`config.mk`:
```
export PLATFORM = sky130hd
export DESIGN_NAME = burst_col_gen
export DESIGN_NICKNAME = d
export VERILOG_FILES = /design/src/rtl/bcg_pkg.sv /design/src/rtl/blen_decode.sv /design/src/rtl/col_step.sv /design/src/rtl/burst_col_gen.sv
export SDC_FILE = /design/constraint.sdc
export NUM_CORES = 1
export LEC_CHECK = 0
export BUFFER_PORTS_ARGS = -buffer_cell sky130_fd_sc_hd__buf_2
export CORE_AREA = 8 8 70 72
export DETAILED_ROUTE_END_ITERATION = 10
export DIE_AREA = 0 0 78 80
export PLACE_DENSITY_LB_ADDON = 0.15
export SYNTH_ARGS = -nofsm -noshare
export SYNTH_HDL_FRONTEND = slang
export SYNTH_SLANG_ARGS = --single-unit
export TNS_END_PERCENT = 30
```
`constraint.sdc`:
```
create_clock -name clk -period 2.8 [get_ports clk]
set_clock_uncertainty 0.1 [all_clocks]
set_input_delay 0.56 -clock clk [delete_from_list [all_inputs] [get_ports clk]]
set_output_delay 0.56 -clock clk [all_outputs]
set_load 0.01 [all_outputs]
```
`src/rtl/bcg_pkg.sv`:
```
package bcg_pkg;

  localparam int COL_BITS = 9;
  localparam int CODE_BITS = 3;
  localparam int LG_W = 4;

  localparam logic [CODE_BITS-1:0] LEN_ONE   = 3'b000;
  localparam logic [CODE_BITS-1:0] LEN_TWO   = 3'b001;
  localparam logic [CODE_BITS-1:0] LEN_FOUR  = 3'b010;
  localparam logic [CODE_BITS-1:0] LEN_EIGHT = 3'b011;
  localparam logic [CODE_BITS-1:0] LEN_ROW   = 3'b111;

  typedef struct packed {
    logic            full;
    logic            err;
    logic [LG_W-1:0] lg;
  } burst_cfg_t;

  // Map a length code, ordering and single-write force onto a burst shape.
  function automatic burst_cfg_t decode_len(input logic [CODE_BITS-1:0] code,
                                            input logic ilv,
                                            input logic force_one);
    burst_cfg_t c;
    c = '0;
    case (code)
      LEN_ONE:   c.lg = 4'd0;
      LEN_TWO:   c.lg = 4'd1;
      LEN_FOUR:  c.lg = 4'd2;
      LEN_EIGHT: c.lg = 4'd3;
      LEN_ROW: begin
        if (ilv) c.err = 1'b1;
        else     c.full = 1'b1;
      end
      default:   c.err = 1'b1;
    endcase
    if (force_one) begin
      c.full = 1'b0;
      c.lg   = 4'd0;
    end
    return c;
  endfunction

endpackage

```
`src/rtl/blen_decode.sv`:
```
module blen_decode #(
  parameter int COL_W  = bcg_pkg::COL_BITS,
  parameter int CODE_W = bcg_pkg::CODE_BITS
) (
  input  logic [CODE_W-1:0] code_i,
  input  logic              ilv_i,
  input  logic              is_write_i,
  input  logic              single_write_i,
  output logic [COL_W-1:0]  mask_o,
  output logic              full_o,
  output logic              err_o
);
  import bcg_pkg::*;

  localparam logic [COL_W-1:0] ONE = COL_W'(1);

  burst_cfg_t cfg_w;
  logic       force_one_w;

  assign force_one_w = is_write_i & single_write_i;
  assign cfg_w       = decode_len(code_i, ilv_i, force_one_w);

  // Block mask: all ones across a row, else N-1 for a burst of N.
  always_comb begin
    if (cfg_w.full) mask_o = '1;
    else            mask_o = (ONE << cfg_w.lg) - ONE;
  end

  assign full_o = cfg_w.full;
  assign err_o  = cfg_w.err;

endmodule

```
`src/rtl/col_step.sv`:
```
module col_step #(
  parameter int COL_W = bcg_pkg::COL_BITS
) (
  input  logic [COL_W-1:0] base_i,
  input  logic [COL_W-1:0] mask_i,
  input  logic [COL_W-1:0] cnt_i,
  input  logic             ilv_i,
  output logic [COL_W-1:0] addr_o
);

  // Keep the block bits of the base; the low bits follow the chosen order.
  function automatic logic [COL_W-1:0] step_addr(input logic [COL_W-1:0] base,
                                                 input logic [COL_W-1:0] mask,
                                                 input logic [COL_W-1:0] cnt,
                                                 input logic ilv);
    logic [COL_W-1:0] off;
    logic [COL_W-1:0] lo;
    off = base & mask;
    if (ilv) lo = off ^ cnt;
    else     lo = off + cnt;
    return (base & ~mask) | (lo & mask);
  endfunction

  assign addr_o = step_addr(base_i, mask_i, cnt_i, ilv_i);

endmodule

```
`src/rtl/burst_col_gen.sv`:
```
module burst_col_gen #(
  parameter int COL_W  = bcg_pkg::COL_BITS,
  parameter int CODE_W = bcg_pkg::CODE_BITS
) (
  input  logic              clk,
  input  logic              rst_n,
  input  logic              start_i,
  input  logic              is_write_i,
  input  logic [COL_W-1:0]  start_col_i,
  input  logic [CODE_W-1:0] len_code_i,
  input  logic              interleave_i,
  input  logic              single_write_i,
  input  logic              stop_i,
  output logic [COL_W-1:0]  col_o,
  output logic              valid_o,
  output logic              last_o,
  output logic              cfg_err_o
);

  logic [COL_W-1:0] dec_mask_w;
  logic             dec_full_w;
  logic             dec_err_w;

  logic [COL_W-1:0] base_q;
  logic [COL_W-1:0] mask_q;
  logic [COL_W-1:0] cnt_q;
  logic             ilv_q;
  logic             full_q;
  logic             err_q;
  logic             valid_q;

  logic             at_end_w;
  logic             stop_take_w;
  logic             burst_done_w;

  blen_decode #(.COL_W(COL_W), .CODE_W(CODE_W)) u_dec (
    .code_i         (len_code_i),
    .ilv_i          (interleave_i),
    .is_write_i     (is_write_i),
    .single_write_i (single_write_i),
    .mask_o         (dec_mask_w),
    .full_o         (dec_full_w),
    .err_o          (dec_err_w)
  );

  col_step #(.COL_W(COL_W)) u_step (
    .base_i (base_q),
    .mask_i (mask_q),
    .cnt_i  (cnt_q),
    .ilv_i  (ilv_q),
    .addr_o (col_o)
  );

  assign at_end_w     = ~full_q & (cnt_q == mask_q);
  assign stop_take_w  = valid_q & stop_i;
  assign burst_done_w = valid_q & (at_end_w | stop_take_w);

  always_ff @(posedge clk or negedge rst_n) begin
    if (!rst_n) begin
      base_q  <= '0;
      mask_q  <= '0;
      cnt_q   <= '0;
      ilv_q   <= 1'b0;
      full_q  <= 1'b0;
      err_q   <= 1'b0;
      valid_q <= 1'b0;
    end else if (start_i) begin
      base_q  <= start_col_i;
      mask_q  <= dec_mask_w;
      cnt_q   <= '0;
      ilv_q   <= interleave_i;
      full_q  <= dec_full_w;
      err_q   <= dec_err_w;
      valid_q <= 1'b1;
    end else if (valid_q) begin
      if (burst_done_w) begin
        valid_q <= 1'b0;
        err_q   <= 1'b0;
        full_q  <= 1'b0;
      end else begin
        cnt_q <= cnt_q + COL_W'(1);
      end
    end
  end

  assign valid_o   = valid_q;
  assign last_o    = burst_done_w;
  assign cfg_err_o = valid_q & err_q;

endmodule

```
==> results.txt <==
GR Overflow Total: 0
Syn-to-layout area delta: 32.0%
Fin. Hold Viols: 0
Iter 0 DRT Violations: 41
final period utilization: 107%
setup TNS: -0.516 ns
Worst Path Arrival: 2.32 ns
Synth Area per Inst: 8.94 µm²
root buffer cell: clkbuf_8
final-report setup violation count: 4
met3 Resource Use GR: 2.59%
status: finished, violations left
Synth Cell Area: 1820 µm²
Total Nets Final: 287
Worst Path Max Fanout: 5
CTS tree: yes
Worst Setup Start Kind: flop
Diodes inserted: 0
DP Cell Count: 298
DR DRC count: 0
worst min path class: in2async
Crit Path Category: reg2out
overall global routing resource usage: 14.6%
commonest cells after routing, fill and taps aside: buf_2, buf_4, dfrtp_1
Post-Layout Cell Count: 307
max_cap viols: 0
slowest stage delay, CP: 0.53 ns
Worst path most repeated cell: buf_4
RSZ-0062 raised after global routing: yes
Mapped Cells: 204
die area: 6240 µm²
H-tree Lvls: 1
final worst setup slack: -0.182 ns
antenna violations before repair: 0
WP buf/inv: 3
critical path required time: 2.14 ns
most common flop cell mapped by yosys: dfrtp_1
endpoint class of the critical path: output pin
PortBufs: 30
Starting Density: 47.3%
layout cell share with drive strength beyond 1: 39.7%
DIE HEIGHT: 80 µm
placed wire-length estimate: 3.14 mm
final wirelength: 4.39 mm
R2R cell count: 7
number of buffers created by CTS: 3
Final Core Density: 62.4%
Die W: 78 µm
GRT met2 Usage: 25.9%
total core area: 3860 µm²
fin. max-slew vios: 0
DRT Pass-1 Iters: 4
total power: 0.895 mW
Final Cell Area: 2410 µm²
Yosys Warn Count: 0
pre-CTS worst setup slack: -0.0425 ns
Routed WL per cell: 14.3 µm
Crit-path slowest cell: or4_4
Site Rows: 23
buffer depth of the longest clock path: 2
sequential area share after synthesis: 35.7%
slew margin rel.: 57.0%
Post-synth EDFFs: 0
global-route wire length before repair: 7.60 mm
Clock Sinks: 26
global routing usage on met1: 18.1%
GP Congestion: 0.774
busiest grt layer: met2
hold_ws: 0.189 ns
vias in the first global route: 1714
Antenna Violating Nets Remaining: 0
failing checks: setup timing
Synth Register Bits: 26
largest net degree at the start of global routing: 36
CP Cell Sequence: buf_4 -> and2_4 -> ha_4 -> buf_4 -> o21a_1 -> nor2_1 -> or4_4 -> a31oi_4 -> buf_6
static leakage power: 1.08 nW
Syn Nets: 233
Clock transition at path regs: 0.09 ns
Worst path depth: 9
Unique masters post-synth: 46
slew at the pin with the worst max-slew slack: 0.646 ns
post-place instance area: 2170 µm²
Avg Vias per Cell: 5.38
filler cell count in the final layout: 362
ys async rst share: 100%
final worst path period need: 2.98 ns
Vias: 1652
Top-Level Pins: 31
pwr/cell area: 372 nW/µm²
maximum vdd drop: 0.000339 V
Top Family by Delay on Critical Path: simple AND/OR/NAND/NOR gates
worst skew pair latency: 0.27 ns
most common cell after layout, fill and taps aside: buf_2
fmax: 0.335 GHz
==> sequential cells by signal, indices dropped and copies added, names as in the netlist <==
| register | cells |
|---|---|
| err_q | 1 |
| valid_o | 1 |
| base_q | 9 |
| full_q | 1 |
| mask_q | 4 |
| cnt_q | 9 |
| ilv_q | 1 |
==> routing by layer <==
metal  vias up  part of all wire (%)
met5         -                     0
li1        837                     -
met3         2                   3.1
met2        25                    51
met1       788                    45
met4         0                  0.39
==> where the power goes <==
part | switching (mW) | internal, mW | leakage, nW | total [mW]
clock network | 0.120 | 0.126 | 0.0288 | 0.245
logic | 0.113 | 0.117 | 0.717 | 0.230
registers | 0.0194 | 0.400 | 0.330 | 0.419
total | 0.252 | 0.642 | 1.08 | 0.895
==> layout make-up <==
type	count	area, µm²	area share, %
inverter	8	30.0	1.25
tap	50	62.6	2.60
timing repair buffer	58	370	15.4
multi-input combinational	161	1240	51.4
clock buffer	4	55.1	2.29
sequential	26	651	27.0
==> worst register-to-register path, delay by kind of cell, from the launching register on <==
family	cells	cell delay, ns
compound gates	1	0.14
xor+xnor	1	0.14
buf+inv	2	0.37
flops	1	0.43
mux	1	0.33
simple gates	2	0.61
==> synthesized netlist by cell type, drive strengths merged, types with 2 or more instances <==
library cell | count | area share [%]
and3 | 2 | 0.69
inv | 8 | 1.6
nand2b | 2 | 0.69
xor2 | 4 | 1.9
nand3 | 6 | 1.6
ha | 9 | 6.2
o31ai | 2 | 0.82
a21oi | 17 | 5.3
clkbuf | 6 | 1.2
o21ai | 18 | 4.9
and2 | 8 | 2.8
mux2 | 14 | 8.6
or4 | 2 | 1.0
or3 | 8 | 3.0
nand2 | 13 | 2.7
nor2b | 6 | 2.1
nand4 | 2 | 0.69
dfrtp | 26 | 36
nor3 | 4 | 1.1
o21a | 5 | 2.1
a31oi | 4 | 1.4
xnor2 | 3 | 1.4
buf | 3 | 1.2
nor2 | 16 | 3.3
nor4 | 3 | 1.0
==> path summary, 6_finish.rpt <==
path	endpoint	slack [ns]	start
setup / recovery	col_o[7]	-0.18	mask_q[7]
hold / removal	err_q	0.19	rst_n
setup reg to reg	cnt_q[7]	0.57	cnt_q[0]
hold reg to reg	err_q	0.43	err_q
max in group asynchronous	cnt_q[5]	2.02	rst_n
min in group clk	base_q[0]	0.41	start_col_i[0]
==> kinds of logic (layout without fill, tap and decap cells) <==
family | after synthesis | in the layout | share of synthesized area (%)
AND/OR/NAND/NOR | 74 | 74 | 21.8
XOR/XNOR | 7 | 7 | 3.36
flip-flops | 26 | 26 | 35.7
adder cells (fa/ha/maj) | 10 | 10 | 7.28
multiplexers | 15 | 15 | 9.20
AO/OA/AOI/OAI | 55 | 55 | 18.7
buffers and inverters | 17 | 70 | 4.05
==> timing repair <==
item	in CTS	in global routing
cloned	0	0
setup endpoints to repair	5	6
setup buffers	2	3
resized for setup	16	9
hold endpoints to repair	0	0
pin swaps	9	12
hold buffers	0	0
(Power assumes the default switching activity.)
